<file path="config.mk">
export PLATFORM = sky130hd
export DESIGN_NAME = qw_stride_agen
export DESIGN_NICKNAME = d
export VERILOG_FILES = /design/src/rtl/qw_stride_pkg.sv /design/src/rtl/qw_agen_ctrl.sv /design/src/rtl/qw_run_tracker.sv /design/src/rtl/qw_addr_step.sv /design/src/rtl/qw_stride_agen.sv
export SDC_FILE = /design/constraint.sdc
export NUM_CORES = 1
export LEC_CHECK = 0
export ABC_CLOCK_PERIOD_IN_PS = 3250
export CORE_ASPECT_RATIO = 1.25
export CORE_UTILIZATION = 48
export CTS_CLUSTER_DIAMETER = 100
export DETAILED_ROUTE_END_ITERATION = 10
export HOLD_SLACK_MARGIN = 0.15
export PLACE_DENSITY = 0.81
export SETUP_SLACK_MARGIN = 0.02
export SYNTH_ARGS = -nofsm -noshare
export SYNTH_HDL_FRONTEND = slang
export SYNTH_SLANG_ARGS = --single-unit
</file>
<file path="constraint.sdc">
create_clock -name clk -period 3.25 [get_ports clk]
set_input_delay 0.325 -clock clk [delete_from_list [all_inputs] [get_ports clk]]
set_output_delay 0.325 -clock clk [all_outputs]
set_load 0.05 [all_outputs]
</file>
<file path="src/rtl/qw_stride_pkg.sv">
package qw_stride_pkg;

    localparam int QW_BYTES  = 16;
    localparam int QW_SHIFT  = 4;
    localparam int RUN_W     = 8;
    localparam int SKIP_W    = 8;
    localparam int CFG_W     = 32;
    localparam int RUN_LSB   = 16;
    localparam int SKIP_LSB  = 0;

    typedef enum logic [1:0] {
        XFER_LINEAR  = 2'd0,
        XFER_CHAINED = 2'd1,
        XFER_STRIDED = 2'd2,
        XFER_RSVD    = 2'd3
    } xfer_mode_e;

    typedef struct packed {
        logic [RUN_W-1:0]  run_len;
        logic [SKIP_W-1:0] skip_len;
    } stride_cfg_t;

    function automatic stride_cfg_t unpack_stride(input logic [CFG_W-1:0] w);
        stride_cfg_t c;
        c.run_len  = w[RUN_LSB +: RUN_W];
        c.skip_len = w[SKIP_LSB +: SKIP_W];
        return c;
    endfunction

    function automatic logic is_strided(input logic [1:0] m);
        return xfer_mode_e'(m) == XFER_STRIDED;
    endfunction

endpackage

</file>
<file path="src/rtl/qw_agen_ctrl.sv">
module qw_agen_ctrl
    import qw_stride_pkg::*;
#(
    parameter int CNT_W = 16
) (
    input  logic             clk,
    input  logic             rst,
    input  logic             start_i,
    input  logic [CNT_W-1:0] total_i,
    input  logic             beat_i,
    output logic             launch_o,
    output logic             busy_o,
    output logic             done_o
);

    logic [CNT_W-1:0] remain_q;
    logic             busy_q;
    logic             done_q;
    logic             accept;
    logic             last_beat;

    assign accept    = start_i && !busy_q;
    assign launch_o  = accept && (total_i != '0);
    assign last_beat = busy_q && beat_i && (remain_q == CNT_W'(1));

    always_ff @(posedge clk) begin
        if (rst) begin
            busy_q   <= 1'b0;
            done_q   <= 1'b0;
            remain_q <= '0;
        end else begin
            done_q <= 1'b0;
            if (accept) begin
                if (total_i == '0) begin
                    done_q <= 1'b1;
                end else begin
                    busy_q   <= 1'b1;
                    remain_q <= total_i;
                end
            end else if (busy_q && beat_i) begin
                remain_q <= remain_q - CNT_W'(1);
                if (last_beat) begin
                    busy_q <= 1'b0;
                    done_q <= 1'b1;
                end
            end
        end
    end

    assign busy_o = busy_q;
    assign done_o = done_q;

    AST_BUSY_HAS_COUNT: assert property (@(posedge clk) disable iff (rst)
        busy_q |-> (remain_q != '0));
    AST_DONE_SINGLE: assert property (@(posedge clk) disable iff (rst)
        done_q |=> !done_q);
    AST_START_WHILE_BUSY: assert property (@(posedge clk) disable iff (rst)
        (busy_q && start_i && !beat_i) |=> (busy_q && remain_q == $past(remain_q)));
    AST_ZERO_TOTAL: assert property (@(posedge clk) disable iff (rst)
        (start_i && !busy_q && total_i == '0) |=> (done_q && !busy_q));

endmodule

</file>
<file path="src/rtl/qw_run_tracker.sv">
module qw_run_tracker
    import qw_stride_pkg::*;
(
    input  logic             clk,
    input  logic             rst,
    input  logic             load_i,
    input  logic [RUN_W-1:0] run_len_i,
    input  logic             beat_i,
    output logic             run_end_o
);

    logic [RUN_W-1:0] left_q;
    logic [RUN_W-1:0] reload_q;

    // A loaded zero wraps through all counter values: a run of 2**RUN_W beats.
    assign run_end_o = (left_q == RUN_W'(1));

    always_ff @(posedge clk) begin
        if (rst) begin
            left_q   <= '0;
            reload_q <= '0;
        end else if (load_i) begin
            left_q   <= run_len_i;
            reload_q <= run_len_i;
        end else if (beat_i) begin
            if (run_end_o) begin
                left_q <= reload_q;
            end else begin
                left_q <= left_q - RUN_W'(1);
            end
        end
    end

    AST_RUN_COUNTDOWN: assert property (@(posedge clk) disable iff (rst)
        (beat_i && !load_i && !run_end_o) |=> (left_q == $past(left_q) - RUN_W'(1)));
    AST_RUN_RELOAD: assert property (@(posedge clk) disable iff (rst)
        (beat_i && !load_i && run_end_o) |=> $stable(reload_q));

endmodule

</file>
<file path="src/rtl/qw_addr_step.sv">
module qw_addr_step
    import qw_stride_pkg::*;
#(
    parameter int ADDR_W = 32
) (
    input  logic              clk,
    input  logic              rst,
    input  logic              load_i,
    input  logic [ADDR_W-1:0] base_i,
    input  logic              strided_i,
    input  logic [SKIP_W-1:0] skip_i,
    input  logic              beat_i,
    input  logic              run_end_i,
    output logic [ADDR_W-1:0] addr_o
);

    localparam logic [ADDR_W-1:0] LINEAR_STEP = ADDR_W'(QW_BYTES);

    logic [ADDR_W-1:0] addr_q;
    logic              strided_q;
    logic [SKIP_W-1:0] skip_q;
    logic [SKIP_W:0]   skip_plus;
    logic [ADDR_W-1:0] jump_bytes;
    logic [ADDR_W-1:0] step;

    always_comb begin
        skip_plus  = {1'b0, skip_q} + {{SKIP_W{1'b0}}, 1'b1};
        jump_bytes = ADDR_W'(skip_plus) << QW_SHIFT;
        step       = (strided_q && run_end_i) ? jump_bytes : LINEAR_STEP;
    end

    always_ff @(posedge clk) begin
        if (rst) begin
            addr_q    <= '0;
            strided_q <= 1'b0;
            skip_q    <= '0;
        end else if (load_i) begin
            addr_q    <= {base_i[ADDR_W-1:QW_SHIFT], {QW_SHIFT{1'b0}}};
            strided_q <= strided_i;
            skip_q    <= skip_i;
        end else if (beat_i) begin
            addr_q <= addr_q + step;
        end
    end

    assign addr_o = addr_q;

    AST_ADDR_ALIGNED: assert property (@(posedge clk) disable iff (rst)
        addr_q[QW_SHIFT-1:0] == '0);
    AST_LINEAR_ADVANCE: assert property (@(posedge clk) disable iff (rst)
        (beat_i && !load_i && !strided_q) |=> (addr_q - $past(addr_q) == LINEAR_STEP));
    AST_IN_RUN_ADVANCE: assert property (@(posedge clk) disable iff (rst)
        (beat_i && !load_i && strided_q && !run_end_i) |=> (addr_q - $past(addr_q) == LINEAR_STEP));

endmodule

</file>
<file path="src/rtl/qw_stride_agen.sv">
module qw_stride_agen
    import qw_stride_pkg::*;
#(
    parameter int ADDR_W = 32,
    parameter int CNT_W  = 16
) (
    input  logic              clk,
    input  logic              rst,
    input  logic              start_i,
    input  logic [1:0]        mode_i,
    input  logic [ADDR_W-1:0] base_addr_i,
    input  logic [CNT_W-1:0]  total_qw_i,
    input  logic [CFG_W-1:0]  stride_cfg_i,
    input  logic              ready_i,
    output logic              valid_o,
    output logic [ADDR_W-1:0] addr_o,
    output logic              busy_o,
    output logic              done_o
);

    stride_cfg_t cfg;
    logic        launch;
    logic        busy;
    logic        beat;
    logic        run_end;
    logic        unused_cfg_bits;

    assign cfg             = unpack_stride(stride_cfg_i);
    assign unused_cfg_bits = ^{stride_cfg_i[CFG_W-1:RUN_LSB+RUN_W],
                               stride_cfg_i[RUN_LSB-1:SKIP_LSB+SKIP_W]};
    assign beat            = busy && ready_i;

    qw_agen_ctrl #(.CNT_W(CNT_W)) u_ctrl (
        .clk      (clk),
        .rst      (rst),
        .start_i  (start_i),
        .total_i  (total_qw_i),
        .beat_i   (beat),
        .launch_o (launch),
        .busy_o   (busy),
        .done_o   (done_o)
    );

    qw_run_tracker u_run (
        .clk       (clk),
        .rst       (rst),
        .load_i    (launch),
        .run_len_i (cfg.run_len),
        .beat_i    (beat),
        .run_end_o (run_end)
    );

    qw_addr_step #(.ADDR_W(ADDR_W)) u_addr (
        .clk       (clk),
        .rst       (rst),
        .load_i    (launch),
        .base_i    (base_addr_i),
        .strided_i (is_strided(mode_i)),
        .skip_i    (cfg.skip_len),
        .beat_i    (beat),
        .run_end_i (run_end),
        .addr_o    (addr_o)
    );

    assign valid_o = busy;
    assign busy_o  = busy;

    AST_STALL_HOLD: assert property (@(posedge clk) disable iff (rst)
        (valid_o && !ready_i) |=> (valid_o && $stable(addr_o)));
    AST_DONE_ENDS_BUSY: assert property (@(posedge clk) disable iff (rst)
        done_o |-> !valid_o);

endmodule

</file>
[Word-level counts from Yosys, hierarchy flattened]
Index checks and enable logic that the tools add are counted.
Operators by class
  add/subtract/negate cells: 4
  multiplexer cells: 17
  reduce and logical (&&, ||, !) cells: 15
  eq/ne operators: 4
Operators with widths (number)
  32-bit 2-to-1 mux: 2
  16-bit 2-to-1 mux: 3
  32-bit adder: 1
  8-bit 2-to-1 mux: 3
  16-bit by 1-bit == test with 1-bit output, second input constant: 1
  16-bit zero test: 1
  16-bit nonzero test: 1
  16-bit by 1-bit subtractor with 16-bit output, second input constant: 1
  13-bit 2-to-1 mux: 1
  8-bit by 1-bit adder with 9-bit output, second input constant: 1
  8-bit by 1-bit == test with 1-bit output, second input constant: 1
  1-bit 2-to-1 mux: 8
  8-bit by 1-bit subtractor with 8-bit output, second input constant: 1
  1-bit logical AND: 6
  2-bit nonzero test: 3
  3-bit AND reduction: 1
  2-bit == test, second input constant: 1
  2-bit != test, second input constant: 1
  2-bit AND reduction: 1
  2-bit OR reduction: 1
  1-bit zero test: 1
Storage, ports and cells
  input port bits: 86
  register bits: 75

[Logic depth before layout (Yosys ltp)]
  word-level depth: 6
  depth in mapped cells: 14

[By module]
Synthesis repeated with hierarchy kept, for this count alone.
Second synthesis, totals
  cells, all modules: 578
  area total of the unflattened synthesis: 4703.3 um^2
By module, submodules not included
  qw_addr_step: cells an instance 318, times used 1, area each 2562.5 um^2
  qw_agen_ctrl: cells an instance 156, times used 1, area each 1213.7 um^2
  qw_run_tracker: cells an instance 101, times used 1, area each 899.6 um^2
  qw_stride_agen: cells an instance 3, times used 1, area each 27.5 um^2

[Least setup slack after synthesis]
Ideal clock, no wire load.
  kind: register to register
  start point: register u_run.left_q[1]
  end point: register u_addr.addr_q[18] (netlist: u_addr.addr_o[18])
  required time: 3.172 ns
  arrival: 2.871 ns
  path slack: 0.301 ns
  setup time: 0.078 ns
  cell stages (with the launch flop): 15
  period minus slack after synthesis: 2.949 ns
  path through: dfxtp_1 -> inv_1 -> ha_1 -> and4b_1 -> clkbuf_1 -> nand3_1 -> ha_1 -> inv_1 -> fa_1 -> nand2b_1 -> a21oi_1 -> o21ai_1 -> a211oi_1 -> mux2_2 -> nor3_1
Between the ends
  word-level cells in the longest chain between the ends: 6
Ends and longest elaborated chain
  from (decl): line qw_run_tracker.sv:12  | logic [RUN_W-1:0] left_q;
  from (signal assigned): line qw_run_tracker.sv:23  | left_q <= run_len_i;
  from (signal assigned): line qw_run_tracker.sv:27  | left_q <= reload_q;
  from (signal assigned): line qw_run_tracker.sv:29  | left_q <= left_q - RUN_W'(1);
  8-bit by 1-bit == test with 1-bit output: line qw_run_tracker.sv:16  | assign run_end_o = (left_q == RUN_W'(1));
  1-bit logical AND: line qw_addr_step.sv:29  | step = (strided_q && run_end_i) ? jump_bytes : LINEAR_STEP;
  13-bit 2-to-1 mux: line qw_addr_step.sv:29
  32-bit adder: line qw_addr_step.sv:42  | addr_q <= addr_q + step;
  32-bit 2-to-1 mux: line qw_addr_step.sv:41  | end else if (beat_i) begin
  32-bit 2-to-1 mux: line qw_addr_step.sv:37  | end else if (load_i) begin
  to (signal assigned): line qw_addr_step.sv:38  | addr_q <= {base_i[ADDR_W-1:QW_SHIFT], {QW_SHIFT{1'b0}}};
  to (signal assigned): line qw_addr_step.sv:42
  to (decl): line qw_addr_step.sv:19  | logic [ADDR_W-1:0] addr_q;
Every way passes these cells. The select of a mux whose other input is x is not followed.
A chain may end at the register's enable or synchronous reset.

[Final worst setup path]
  start point: register u_addr.skip_q[0]
  end point: register u_addr.addr_q[15] (netlist: u_addr.addr_o[15])
Between the ends
  word-level cells in the longest chain between the ends: 5
Ends and longest elaborated chain
  from (decl): line qw_addr_step.sv:21  | logic [SKIP_W-1:0] skip_q;
  from (signal assigned): line qw_addr_step.sv:40  | skip_q <= skip_i;
  8-bit by 1-bit adder with 9-bit output: line qw_addr_step.sv:27  | skip_plus = {1'b0, skip_q} + {{SKIP_W{1'b0}}, 1'b1};
  13-bit 2-to-1 mux: line qw_addr_step.sv:29
  32-bit adder: line qw_addr_step.sv:42
  32-bit 2-to-1 mux: line qw_addr_step.sv:41
  32-bit 2-to-1 mux: line qw_addr_step.sv:37
Every way passes these cells. The select of a mux whose other input is x is not followed.

==> out/metrics.yaml <==
synthesis:
  syn_inst: 551
  synth_top_family_by_area: "compound AO/OA/AOI/OAI gates"
  synth-adder-area-share_pct: 4.66
  synth_warnings: 0
  synth-simple-area-share_pct: 25.2
  synthFlopType: "dfxtp_1"
  synthMuxAreaShare_pct: 0.747
  async_flop_share_pct: 0
  synth_compound_area_share_pct: 25.7
  seq_area_frac_synth_pct: 33.9
  yosys_register_bits: 71
  avgSynthCellArea_um2: 7.60
  synth_edf_count: 0
  yosysUniqueCellTypes: 63
  netlist_area_um2: 4190
  synth_xor_area_share_pct: 4.18
layout:
  area_delta_synth_final_pct: 32.1
  final_util_pct: 66.4
  num-fill-cells: 722
  regArea_um2: 1420
  multi_input_area_um2: 2570
  diodes: 0
  drive_gt1_share_pct: 8.29
  layout.nets: 747
clock_tree:
  clk-insertion-delay-late_ns: 0.36
  clk_pin_slew_ns: 0.08
  post_cts_buffers: 0
  htreeDepth: 3
  cts_buffers: 9
  clock-root-buffer: "clkbuf_8"
  cts_tree: "built"
  clkSinkCount: 71
  cts_resized: 0
  clockBufferDepth: 2
  cts_hold_buf: 0
place:
  pre_cts_ws_ns: 0.208
  io_buffers: 96
  routabilityCongestion: 0.889
  dpl.hpwl_um: 8220
global_routing:
  grt_first_pass_wirelength_um: 18800
  antenna_found_initial: 0
  grt_usage_pct: 25.7
  grt_max_degree: 59
  gr-total-overflow: 0
  first_global_vias: 4164
routing:
  drtIter0Drc: 321
  routed_wl_um: 11400
  first_pass_iters: 5
  vias: 4438
  via_per_inst: 5.93
  wire_per_inst_um: 15.2
  final_antenna_net_count: 0
  post-route-drc-count: 0
floorplanning:
  start_util_pct: 50.3
  io_pins: 121
  die-area_um2: 9110
  die_w_um: 85.6
  core.rowCount: 37
  dieHeight_um: 106
  core_um2: 8330
setup_path:
  endpoint_kind: "register"
  r2r_setup_slack_ns: 0.22
  critPathArrivalTime_ns: 3.28
  critPathMaxFanout: 6
  worstSetupPathType: "register to register"
  crit_required_ns: 3.50
  crit_path_start_kind: "register"
timing:
  clock_skew_ns: 0.00974
  fmax_ghz: 0.330
  timing.final.crit_share_pct: 93.1
  setup_viol_count_final: 0
  slew_headroom_pct: 50.7
  tns_ns: 0
  worst_slack_ns: 0.224
  slew_violations: 0
  hold_viol: 0
  grt_setup_unrepaired: "no"
  min_period_ns: 3.03
  tightest_slew_ns: 0.732
run_status:
  status: "finished, final reports clean"
worst_hold_path:
  min-delay-path-class: "input port to register"
power:
  leakage_nw: 2.03
  p_per_area_nw_per_um2: 465
  vdd_drop_max_mv: 0.230
run:
  cap_violations: 0
-- synth_stat cells, drive strengths merged, types with 9 or more instances --
master  instances  area share (%)
xnor2          15             3.1
nand3          14             1.7
buf            18             2.4
nor2           77             7.1
a21oi          60             7.2
a211oi         21             3.8
clkbuf         19             1.7
inv            14             1.3
nand2          76             6.8
o21ai          23             2.7
ha             14             4.2
dfxtp          71              34
nor4            9             1.3
nor3           15             1.8
-- cell type report --
cell class	count	area share (%)
inverters	14	0.950
flip-flops and latches	71	25.7
clock inverters	5	1.45
repair buffers	118	20.5
multi-input cells	432	46.5
clock buffers	11	2.74
well taps	97	2.19
-- per-stage QoR --
stage / power (mW) / cells / hold slack [ns] / instance area [µm²]
finish: 2.57 / 748 / 0.457 / 5530
global route: 2.70 / 748 / 0.464 / 5530
CTS: 2.58 / 748 / 0.447 / 5520
detailed placement: 1.76 / 732 / 0.447 / 5280
global placement: 1.74 / 732 / 0.442 / 5280
floorplan: 1.51 / 554 / 0.436 / 4200
-- routing by layer --
layer	wire (µm)	share of wire [%]	vias up	global-route usage [%]
met5	0	0	-	0
met4	284	2.5	0	11.4
met3	638	5.6	25	3.96
met2	5610	49	167	45.0
met1	4870	43	2071	30.8
li1	-	-	2175	-
-- final timing paths --
path         cells after the start                end              start
max reg2reg                     12  u_addr.addr_o[15]   u_addr.skip_q[0]
max                             12  u_addr.addr_o[15]   u_addr.skip_q[0]
min reg2reg                      2  u_run.reload_q[2]  u_run.reload_q[2]
min                              2   u_addr.skip_q[4]                rst
-- worst max-delay path: stages, from the launching register on --
cell and delay (ns):
dfxtp_1 0.40, ha_1 0.22, nand3_1 0.13, nor2_1 0.21, xnor2_1 0.14, nor2_1 0.06
ha_1 0.38, and3_1 0.24, nand3_1 0.09, o211a_1 0.23, nor2_1 0.36, a311oi_1 0.18
a2111oi_2 0.28
-- state kept, by name (all words and copies together), names as in the netlist --
| signal | flops |
|---|---|
| u_addr.addr_o | 28 |
| u_ctrl.remain_q | 16 |
| u_addr.skip_q | 8 |
| u_run.left_q | 8 |
| u_run.reload_q | 8 |
| u_addr.strided_q | 1 |
| u_ctrl.busy_o | 1 |
| u_ctrl.done_o | 1 |
-- kinds of logic after synthesis --
group,after synthesis
buf+inv,51
other cells,1
simple gates,229
flops,71
xor+xnor,20
fa+ha+maj,15
compound gates,161
mux,3
-- report_power, final --
part | switching (mW) | leakage [nW] | internal [mW]
Sequential | 0.0791 | 0.585 | 0.945
Clock | 0.351 | 0.112 | 0.473
Combinational | 0.421 | 1.33 | 0.304
-- layout by cell type (no fill, tap or decap), drive strengths merged, types with 6 or more instances in the layout --
cell           instances
a2111oi                6
a211oi                21
a21oi                 60
a31oi                  7
buf                   23
clkbuf                11
clkdlybuf4s50         95
dfxtp                 71
ha                    14
inv                   14
nand2                 76
nand3                 14
nor2                  77
nor3                  15
nor4                   9
o21ai                 23
xnor2                 15
(Power assumes the default switching activity.)
